--- config.mk ---
export PLATFORM = sky130hd
export DESIGN_NAME = dacw_master
export DESIGN_NICKNAME = d
export VERILOG_FILES = /design/src/rtl/dacw_pkg.sv /design/src/rtl/dacw_slot_timer.sv /design/src/rtl/dacw_byte_shifter.sv /design/src/rtl/dacw_master.sv
export SDC_FILE = /design/constraint.sdc
export NUM_CORES = 1
export LEC_CHECK = 0
export BUFFER_PORTS_ARGS = -buffer_cell sky130_fd_sc_hd__buf_2
export CORE_MARGIN = 5
export CORE_UTILIZATION = 60
export DETAILED_ROUTE_END_ITERATION = 6
export PLACE_DENSITY_LB_ADDON = 0.25
export SETUP_SLACK_MARGIN = 0.5
export SLEW_MARGIN = 20
export SYNTH_ARGS = -nofsm -noshare
export SYNTH_HDL_FRONTEND = slang
export SYNTH_SLANG_ARGS = --single-unit
--- constraint.sdc ---
create_clock -name clk -period 3.3 [get_ports clk]
set_input_delay 0.825 -clock clk [delete_from_list [all_inputs] [get_ports clk]]
set_output_delay 0.825 -clock clk [all_outputs]
set_load 0.01 [all_outputs]
--- src/rtl/dacw_pkg.sv ---
package dacw_pkg;

  localparam int BYTE_W      = 8;
  localparam int FRAME_BYTES = 2;
  localparam int FRAME_BITS  = BYTE_W * FRAME_BYTES;
  localparam int MODE_W      = 2;
  localparam int CODE_W      = 12;
  localparam int PAD_W       = FRAME_BITS - MODE_W - CODE_W;

  typedef enum logic [2:0] {
    ST_IDLE,
    ST_GAP,
    ST_SETUP,
    ST_SHIFT,
    ST_REL
  } fsm_e;

  function automatic int ceil_div(input int num, input int den);
    return (num + den - 1) / den;
  endfunction

  // System cycles per serial half period, never faster than the limit.
  function automatic int half_cycles(input int clk_mhz, input int sclk_max_mhz);
    int h;
    h = ceil_div(clk_mhz, 2 * sclk_max_mhz);
    return (h < 1) ? 1 : h;
  endfunction

  // System cycles covering a minimum frame-select high time in ns.
  function automatic int sel_high_cycles(input int clk_mhz, input int min_ns);
    int c;
    c = ceil_div(clk_mhz * min_ns, 1000);
    return (c < 1) ? 1 : c;
  endfunction

  // Command layout: zero pad, mode field, code field.
  function automatic logic [FRAME_BITS-1:0] build_word(input logic [MODE_W-1:0] md,
                                                       input logic [CODE_W-1:0] cd);
    return {{PAD_W{1'b0}}, md, cd};
  endfunction

  function automatic logic [BYTE_W-1:0] mirror_byte(input logic [BYTE_W-1:0] b);
    logic [BYTE_W-1:0] r;
    for (int i = 0; i < BYTE_W; i++) r[i] = b[BYTE_W-1-i];
    return r;
  endfunction

endpackage

--- src/rtl/dacw_slot_timer.sv ---
module dacw_slot_timer #(
  parameter int HALF_CYC = 5
) (
  input  logic clk,
  input  logic rst_n,
  input  logic restart,
  output logic slot_end
);
  localparam int CNT_W = (HALF_CYC > 1) ? $clog2(HALF_CYC) : 1;
  localparam logic [CNT_W-1:0] CNT_LAST = CNT_W'(HALF_CYC - 1);

  logic [CNT_W-1:0] cnt_q;

  assign slot_end = (cnt_q == CNT_LAST);

  always_ff @(posedge clk or negedge rst_n) begin
    if (!rst_n)                   cnt_q <= '0;
    else if (restart || slot_end) cnt_q <= '0;
    else                          cnt_q <= cnt_q + 1'b1;
  end
endmodule

--- src/rtl/dacw_byte_shifter.sv ---
module dacw_byte_shifter
  import dacw_pkg::*;
#(
  parameter bit LSB_FIRST = 1'b0
) (
  input  logic              clk,
  input  logic              rst_n,
  input  logic              load,
  input  logic [BYTE_W-1:0] load_byte,
  input  logic              shift,
  output logic              bit_out
);
  logic [BYTE_W-1:0] sh_q;

  generate
    if (LSB_FIRST) begin : g_lsb
      // Engine emits bit 0 first: reverse the byte so the wire stays MSB first.
      always_ff @(posedge clk or negedge rst_n) begin
        if (!rst_n)     sh_q <= '0;
        else if (load)  sh_q <= mirror_byte(load_byte);
        else if (shift) sh_q <= {1'b0, sh_q[BYTE_W-1:1]};
      end
      assign bit_out = sh_q[0];
    end else begin : g_msb
      always_ff @(posedge clk or negedge rst_n) begin
        if (!rst_n)     sh_q <= '0;
        else if (load)  sh_q <= load_byte;
        else if (shift) sh_q <= {sh_q[BYTE_W-2:0], 1'b0};
      end
      assign bit_out = sh_q[BYTE_W-1];
    end
  endgenerate
endmodule

--- src/rtl/dacw_master.sv ---
module dacw_master
  import dacw_pkg::*;
#(
  parameter int CLK_MHZ          = 250,
  parameter int SCLK_MAX_MHZ     = 30,
  parameter int SEL_MIN_NS       = 33,
  parameter bit LSB_FIRST_ENGINE = 1'b0
) (
  input  logic        clk,
  input  logic        rst_n,
  input  logic        start,
  input  logic [11:0] code,
  input  logic [1:0]  mode,
  output logic        busy,
  output logic        done,
  output logic        sel_n,
  output logic        sclk,
  output logic        sdo
);
  localparam int HALF_CYC     = half_cycles(CLK_MHZ, SCLK_MAX_MHZ);
  localparam int SEL_HIGH_CYC = sel_high_cycles(CLK_MHZ, SEL_MIN_NS);
  localparam int GAP_W        = (SEL_HIGH_CYC > 1) ? $clog2(SEL_HIGH_CYC) : 1;
  localparam int BIT_W        = $clog2(FRAME_BITS);
  localparam int BSEL_W       = $clog2(BYTE_W);
  localparam logic [GAP_W-1:0] GAP_LAST = GAP_W'(SEL_HIGH_CYC - 1);
  localparam logic [BIT_W-1:0] BIT_LAST = BIT_W'(FRAME_BITS - 1);

  fsm_e                  st_q;
  logic [FRAME_BITS-1:0] word_q;
  logic [GAP_W-1:0]      gap_q;
  logic [BIT_W-1:0]      bit_q;
  logic                  phase_lo_q;
  logic                  sel_n_q, sclk_q, done_q;

  logic                  slot_end;
  logic [BYTE_W-1:0]     next_byte;
  logic [BYTE_W-1:0]     load_byte;

  // Named internal events, also watched by the bound checker.
  logic ev_accept;     // start taken while idle
  logic ev_setup;      // pre-frame high pulse ends, frame select drops
  logic ev_rise;       // sclk about to rise inside the frame body
  logic ev_byte_next;  // next byte loaded at a byte boundary
  logic ev_shift;      // shift to the next bit of the current byte

  assign ev_accept    = (st_q == ST_IDLE) && start;
  assign ev_setup     = (st_q == ST_GAP) && (gap_q == GAP_LAST);
  assign ev_rise      = (st_q == ST_SHIFT) && slot_end && phase_lo_q && (bit_q != BIT_LAST);
  assign ev_byte_next = ev_rise && (bit_q[BSEL_W-1:0] == {BSEL_W{1'b1}});
  assign ev_shift     = ev_rise && !ev_byte_next;

  always_comb begin
    next_byte = word_q[FRAME_BITS-1 -: BYTE_W];
    for (int b = 1; b < FRAME_BYTES; b++) begin
      if (bit_q == BIT_W'(b * BYTE_W - 1)) next_byte = word_q[FRAME_BITS-1-b*BYTE_W -: BYTE_W];
    end
  end

  assign load_byte = ev_setup ? word_q[FRAME_BITS-1 -: BYTE_W] : next_byte;

  dacw_slot_timer #(.HALF_CYC(HALF_CYC)) u_timer (
    .clk      (clk),
    .rst_n    (rst_n),
    .restart  (ev_setup),
    .slot_end (slot_end)
  );

  dacw_byte_shifter #(.LSB_FIRST(LSB_FIRST_ENGINE)) u_shift (
    .clk       (clk),
    .rst_n     (rst_n),
    .load      (ev_setup || ev_byte_next),
    .load_byte (load_byte),
    .shift     (ev_shift),
    .bit_out   (sdo)
  );

  always_ff @(posedge clk or negedge rst_n) begin
    if (!rst_n) begin
      st_q       <= ST_IDLE;
      word_q     <= '0;
      gap_q      <= '0;
      bit_q      <= '0;
      phase_lo_q <= 1'b0;
      sel_n_q    <= 1'b0;
      sclk_q     <= 1'b0;
      done_q     <= 1'b0;
    end else begin
      done_q <= 1'b0;
      unique case (st_q)
        ST_IDLE: begin
          if (ev_accept) begin
            word_q  <= build_word(mode, code);
            gap_q   <= '0;
            sel_n_q <= 1'b1;
            st_q    <= ST_GAP;
          end
        end
        ST_GAP: begin
          if (ev_setup) begin
            sel_n_q <= 1'b0;
            st_q    <= ST_SETUP;
          end else begin
            gap_q <= gap_q + 1'b1;
          end
        end
        ST_SETUP: begin
          if (slot_end) begin
            sclk_q     <= 1'b1;
            bit_q      <= '0;
            phase_lo_q <= 1'b0;
            st_q       <= ST_SHIFT;
          end
        end
        ST_SHIFT: begin
          if (slot_end) begin
            if (!phase_lo_q) begin
              sclk_q     <= 1'b0;
              phase_lo_q <= 1'b1;
            end else if (bit_q == BIT_LAST) begin
              sel_n_q <= 1'b1;
              st_q    <= ST_REL;
            end else begin
              bit_q      <= bit_q + 1'b1;
              phase_lo_q <= 1'b0;
              sclk_q     <= 1'b1;
            end
          end
        end
        ST_REL: begin
          sel_n_q <= 1'b0;
          done_q  <= 1'b1;
          st_q    <= ST_IDLE;
        end
        default: st_q <= ST_IDLE;
      endcase
    end
  end

  assign busy  = (st_q != ST_IDLE);
  assign done  = done_q;
  assign sel_n = sel_n_q;
  assign sclk  = sclk_q;
endmodule

==> reports/metrics.cfg, run 1 <==
[drt]
vias_per_cell=5.83
first_pass_iters=4
drtAntennaViolNets=0
drt_iter0_markers=67
route.detailed.drc=0
finalWirelength_um=3710
via_count=1388
wl_per_cell_um=15.6

[worst_setup_path]
cp_data_required_time_ns=2.47
cp_max_fo=13
cp.arrival_ns=1.50
cp_slowest_stage_delay_ns=0.55
crit_path_end_kind=output port
path_class=reg -> out
crit_chain=or3_4, buf_2
critPathTopFamily=flip-flops
worstPathBufferInverterCount=1
slowest_stage=dfrtp_1
start_kind=register

[sta]
finalMaxSlewViolations=0
finalSetupTns_ns=0
fin_crit_ns=2.32
grt_setup_unrepaired=false
fmax_ghz=0.431
worst_pin_slew_ns=0.864
fin_hold_ws_ns=0.467
max-slew-margin-rel=0.424
hold_viol_final=0
finalSetupViolCount=0
final.period_utilization=0.704
skew_ns=0.0106

[synthesis]
yosysTopAreaCell=dfrtp_1
synth_top_area_frac=0.498
yosys-top-cells-area=dfrtp_1, mux2_2, ha_1
synth_edf_count=0
synthArstFlopShare=1.00
synth.distinct_cells=50
synthTopCellsByCount=dfrtp_1, mux2_2, a21oi_1, inv_1
synth-seq-cells=40
netlist_area_sq_mm=0.00201
yosysMostFrequentCell=dfrtp_1
syn-num-nets=191
synth_cells=168
ys_warn_count=0
ys.flop_type=dfrtp_1
syn_avg_cell_area_sq_um=12.0
yosysSeqAreaShare=0.498

[global_routing]
overflow=0
antenna_found_initial=0
grt_usage=0.196
grt_pass1_wl_um=6560
grt_pass1_vias=1439
grt_max_degree=41

[die]
die_y_um=67.9
die_w_um=67.9
die_area_sq_mm=0.00461
num_rows=21
core-area_sq_mm=0.00328
start_util=0.612
num_io_pins=22

[clock_tree]
cts_tree=done
numCtsBuffers=5
post-cts-setup-buffers=0
cts-root-buf=clkbuf_4
insertion_delay_ns=0.36
cts_buffer_depth=2
clock-sinks=40
ctsHoldBuffers=0
cts_resized=0
cts.clk_slew.worst_paths_ns=0.12
htree_levels=2

[power_and_ir_drop]
p_int_mw=1.21
p_total_mw=1.88
swShare=0.355
power_per_cell_area_mw_per_mm2=847
p_leak_nw=1.03
p_clk_frac=0.174
p_sw_uw=668
p_seq_frac=0.462
p_comb_frac=0.365
peakVddDrop_mv=0.494

[layout]
finalNetCount=214
drive_gt1_frac=0.318
diodes=0
syn_to_final_growth_pct=10.3
fillers=261

[worst_hold_path]
hp-class=reg -> reg

[placed_design]
io_buffer_count=21
gp_congestion=0.811
hpwlAfterDp_um=2730

[job]
max-cap-violations=0

[outcome]
outcome=completed

## through the flow
stage | setup WS [ns] | instances | cell area, sq um | util
2_1_floorplan | 1.53 | 168 | 2010 | -
3_3_place_gp | 1.28 | 230 | 2140 | 0.651
3_5_place_dp | 1.20 | 230 | 2140 | 0.651
4_1_cts | 0.965 | 238 | 2220 | 0.675
5_1_grt | 0.913 | 238 | 2220 | 0.675
6_report | 0.977 | 238 | 2220 | 0.675
## power groups by stage
stage,Clock (mW),Combinational (mW),Sequential [mW]
final,0.326,0.686,0.867
after global routing,0.361,0.774,0.896
after CTS,0.335,0.695,0.869
after detailed placement,0,0.689,0.880
after global placement,0,0.649,0.867
after floorplan,0,0.569,0.822
## cell families (layout without fill, tap and decap cells)
group	Yosys count	in the layout	synth area share
compound gates	38	38	0.138
xor+xnor	3	3	0.0131
fa+ha+maj	6	6	0.0373
buf+inv	14	38	0.0348
flops	40	40	0.498
mux	25	25	0.139
simple gates	42	42	0.140
## placed cells by master (no fill, tap or decap), types with 2 or more instances in the layout
master	synthesis	routed
nand2_1	6	6
buf_2	2	21
mux2_2	20	20
clkbuf_4	0	5
nand3_1	7	7
inv_1	8	8
dfrtp_1	40	40
a22o_1	2	2
nand3b_1	4	4
a21o_1	2	2
o21ai_0	3	3
and3_1	2	2
nand2b_1	2	2
and3b_1	2	2
a2bb2oi_1	3	3
mux2i_1	4	4
ha_1	6	6
nor2_1	7	7
o22ai_1	6	6
o21bai_1	2	2
xor2_1	2	2
a21oi_1	9	9
## layer usage
layer,part of all wire,GRT usage,wire length (um),up-vias
met2,0.49,0.309,1810,34
li1,-,-,-,663
met1,0.43,0.249,1610,681
met3,0.053,0.0591,197,10
met4,0.025,0.0868,93,0
met5,0,0,0,-
## flip-flops by register name (all words and copies together), names as in the netlist
signal	flops
st_q	3
u_timer.cnt_q	3
sclk	1
u_shift.sh_q	8
sel_n	1
bit_q	4
done	1
phase_lo_q	1
word_q	14
gap_q	4
## layout make-up
| class | count | area, sq um | area share |
|---|---|---|---|
| Multi-Input combinational cell | 114 | 940 | 0.424 |
| Clock inverter | 3 | 42.5 | 0.0192 |
| Sequential cell | 40 | 1000 | 0.451 |
| Timing Repair Buffer | 21 | 105 | 0.0474 |
| Tap cell | 46 | 57.6 | 0.0260 |
| Inverter | 9 | 33.8 | 0.0152 |
| Clock buffer | 5 | 37.5 | 0.0169 |
## worst paths after layout
check / from / to / slack [ns] / depth (start not counted)
setup / recovery: st_q[0]$_DFFE_PN0P_ / busy / 0.98 / 2
hold reg to reg: u_timer.cnt_q[0]$_DFF_PN0_ / u_timer.cnt_q[0]$_DFF_PN0_ / 0.47 / 1
hold / removal: u_timer.cnt_q[0]$_DFF_PN0_ / u_timer.cnt_q[0]$_DFF_PN0_ / 0.47 / 1
max in group asynchronous: rst_n / word_q[1]$_DFFE_PN0P_ / 2.20 / 1
min in group asynchronous: rst_n / bit_q[2]$_DFFE_PN0P_ / 0.56 / 1
setup reg to reg: bit_q[0]$_DFFE_PN0P_ / u_shift.sh_q[4]$_DFFE_PN0P_ / 1.18 / 6
No activity file was read; power rests on OpenSTA's default activity.
==> inputs of run 2 (changes only) <==
--- a/config.mk
+++ b/config.mk
@@ -7,7 +7,7 @@
 export LEC_CHECK = 0
 export BUFFER_PORTS_ARGS = -buffer_cell sky130_fd_sc_hd__buf_2
 export CORE_MARGIN = 5
-export CORE_UTILIZATION = 60
+export CORE_UTILIZATION = 52
 export DETAILED_ROUTE_END_ITERATION = 6
 export PLACE_DENSITY_LB_ADDON = 0.25
 export SETUP_SLACK_MARGIN = 0.5
==> constraint.sdc (replaced) <==
create_clock -name clk -period 2 [get_ports clk]
set_input_delay 0.5 -clock clk [delete_from_list [all_inputs] [get_ports clk]]
set_output_delay 0.5 -clock clk [all_outputs]
set_load 0.01 [all_outputs]
==> run 2 against run 1 <==
  * Clock power grew 120%
  * Worst setup slack got worse by 0.73 ns
  * Sequential share of layout area shrank 11 points
  * Sequential cell count unchanged
  * Critical endpoint unchanged
==> reports/metrics.cfg, run 2 (synthesized netlist as in run 1, its figures left out) <==
[global_routing]
antenna_found_initial=0  ; unchanged
grt_max_degree=27  ; -34%
grt_usage=0.212  ; +0.0166
overflow=0  ; unchanged
grt_pass1_wl_um=8340  ; +27%
grt_pass1_vias=1687  ; +17%

[sta]
worst_pin_slew_ns=0.591  ; -0.273 ns
skew_ns=0.00458  ; -0.00604 ns
hold_viol_final=0  ; unchanged
fin_crit_ns=1.76
finalSetupViolCount=0  ; unchanged
fmax_ghz=0.570
max-slew-margin-rel=0.606  ; +0.182
finalMaxSlewViolations=0  ; unchanged
final.period_utilization=0.878
grt_setup_unrepaired=true
finalSetupTns_ns=0  ; unchanged

[clock_tree]
numCtsBuffers=5  ; unchanged
clock-sinks=40  ; unchanged
cts.clk_slew.worst_paths_ns=0.08  ; -0.04 ns
htree_levels=2  ; unchanged
cts_tree=done
insertion_delay_ns=0.31  ; -0.05 ns
cts_buffer_depth=2  ; unchanged
cts-root-buf=clkbuf_8

[die]
die_y_um=72.2  ; +6.3%
die_w_um=72.2  ; +6.3%
start_util=0.541  ; -0.0711
num_rows=22  ; +4.8%
num_io_pins=22  ; unchanged
die_area_sq_mm=0.00521  ; +13%
core-area_sq_mm=0.00372  ; +13%

[layout]
diodes=0  ; unchanged
final_area_sq_mm=0.00298  ; +35%
finalNetCount=249  ; +16%
layout_common_cells=dfrtp_1, buf_4, mux2_4
syn_to_final_growth_pct=48.4
reg_top3=word_q x14, u_shift.sh_q x8
fillers=206  ; -21%
final_util=0.803  ; +0.128
regMostFlops=word_q
final_common_cell=dfrtp_1
drive_gt1_frac=0.608  ; +0.290
largest_reg_flops=14  ; unchanged

[worst_setup_path]
start_kind=register
cp_data_required_time_ns=1.50  ; -0.97 ns
cp_max_fo=2  ; -11
crit_path_end_kind=output port
cp.arrival_ns=1.26  ; -0.24 ns
path_class=reg -> out

[drt]
first_pass_iters=4  ; unchanged
vias_per_cell=5.92  ; +1.6%
drt_iter0_markers=110  ; +64%
route.detailed.drc=0  ; unchanged
wl_per_cell_um=21.3  ; +37%
drtAntennaViolNets=0  ; unchanged
via_count=1629  ; +17%
finalWirelength_um=5850  ; +58%

[placed_design]
io_buffer_count=21  ; unchanged
gp_congestion=0.889  ; +9.5%
hpwlAfterDp_um=2890  ; +6.0%
place_area_sq_mm=0.00227  ; +6.0%

[power_and_ir_drop]
peakVddDrop_mv=0.924  ; +87%
p_total_mw=4.47  ; +140%
power_per_cell_area_mw_per_mm2=1500  ; +77%
p_leak_nw=1.37  ; +33%

[job]
max-cap-violations=0  ; unchanged

[outcome]
outcome=completed

[worst_hold_path]
hp-class=in -> async

## run 2: changes by cell type in the layout (fill, tap and decap cells not counted), sizes merged
cell	before	now
buf	21	56
clkbuf	5	7
clkinv	1	0
clkinvlp	1	0
## run 2: final cells by class
cell class	instances	area, sq um	share of cell area
clock buffer	7	96.3	0.0323
clock inverter	1	30.0	0.0101
inverter	9	33.8	0.0113
multi-input combinational	114	1310	0.438
sequential	40	1000	0.337
tap	48	60.1	0.0201
timing repair buffer	56	453	0.152
## run 2: path summary, 6_finish.rpt
check	depth (start not counted)	start	to	slack, ns
max in group asynchronous	2	rst_n	word_q[11]$_DFFE_PN0P_	1.16
worst max-delay path	2	st_q[1]$_DFFE_PN0P_	busy	0.24
worst max register to register	6	gap_q[1]$_DFFE_PN0P_	u_shift.sh_q[3]$_DFFE_PN0P_	0.25
worst min register to register	1	word_q[11]$_DFFE_PN0P_	word_q[11]$_DFFE_PN0P_	0.52
worst min-delay path	1	rst_n	u_timer.cnt_q[2]$_DFF_PN0_	0.19
min in group clk	2	code[8]	word_q[8]$_DFFE_PN0P_	0.42
## run 2: critical path: stages, from the launching register on
cell and delay, ns:
dfrtp_2 0.42, or3_4 0.40, buf_6 0.13
## run 2: per-layer routing
metal  global-route usage  vias up  routed length (um)
met1                0.260      861                2510
met5                    0        -                   0
li1                     -      724                   -
met2                0.352       34                2990
met4               0.0877        0                  94
met3               0.0596       10                 260
## run 2: timing repair
item | 4_1_cts | 5_1_grt
pin swaps | 16 | 20
setup endpoints to repair | 37 | 40
hold buffers | 0 | 0
buffers inserted | 26 | 3
resized for setup | 32 | 39
## run 2: power by group
group / leakage (nW) / total, mW / switching [mW] / internal (mW)
clock: 0.0645 / 0.731 / 0.291 / 0.440
combinational: 0.812 / 2.27 / 0.989 / 1.28
sequential: 0.495 / 1.47 / 0.319 / 1.15
## run 2: stage by stage
stage          std cells  hold WS, ns  worst slack, ns
3_5_place_dp         238        0.458           0.0670
5_1_grt              275        0.234            0.220
6_report             275        0.192            0.245
4_1_cts              272        0.210            0.278
3_3_place_gp         238        0.442            0.168
2_1_floorplan        168        0.204            0.273
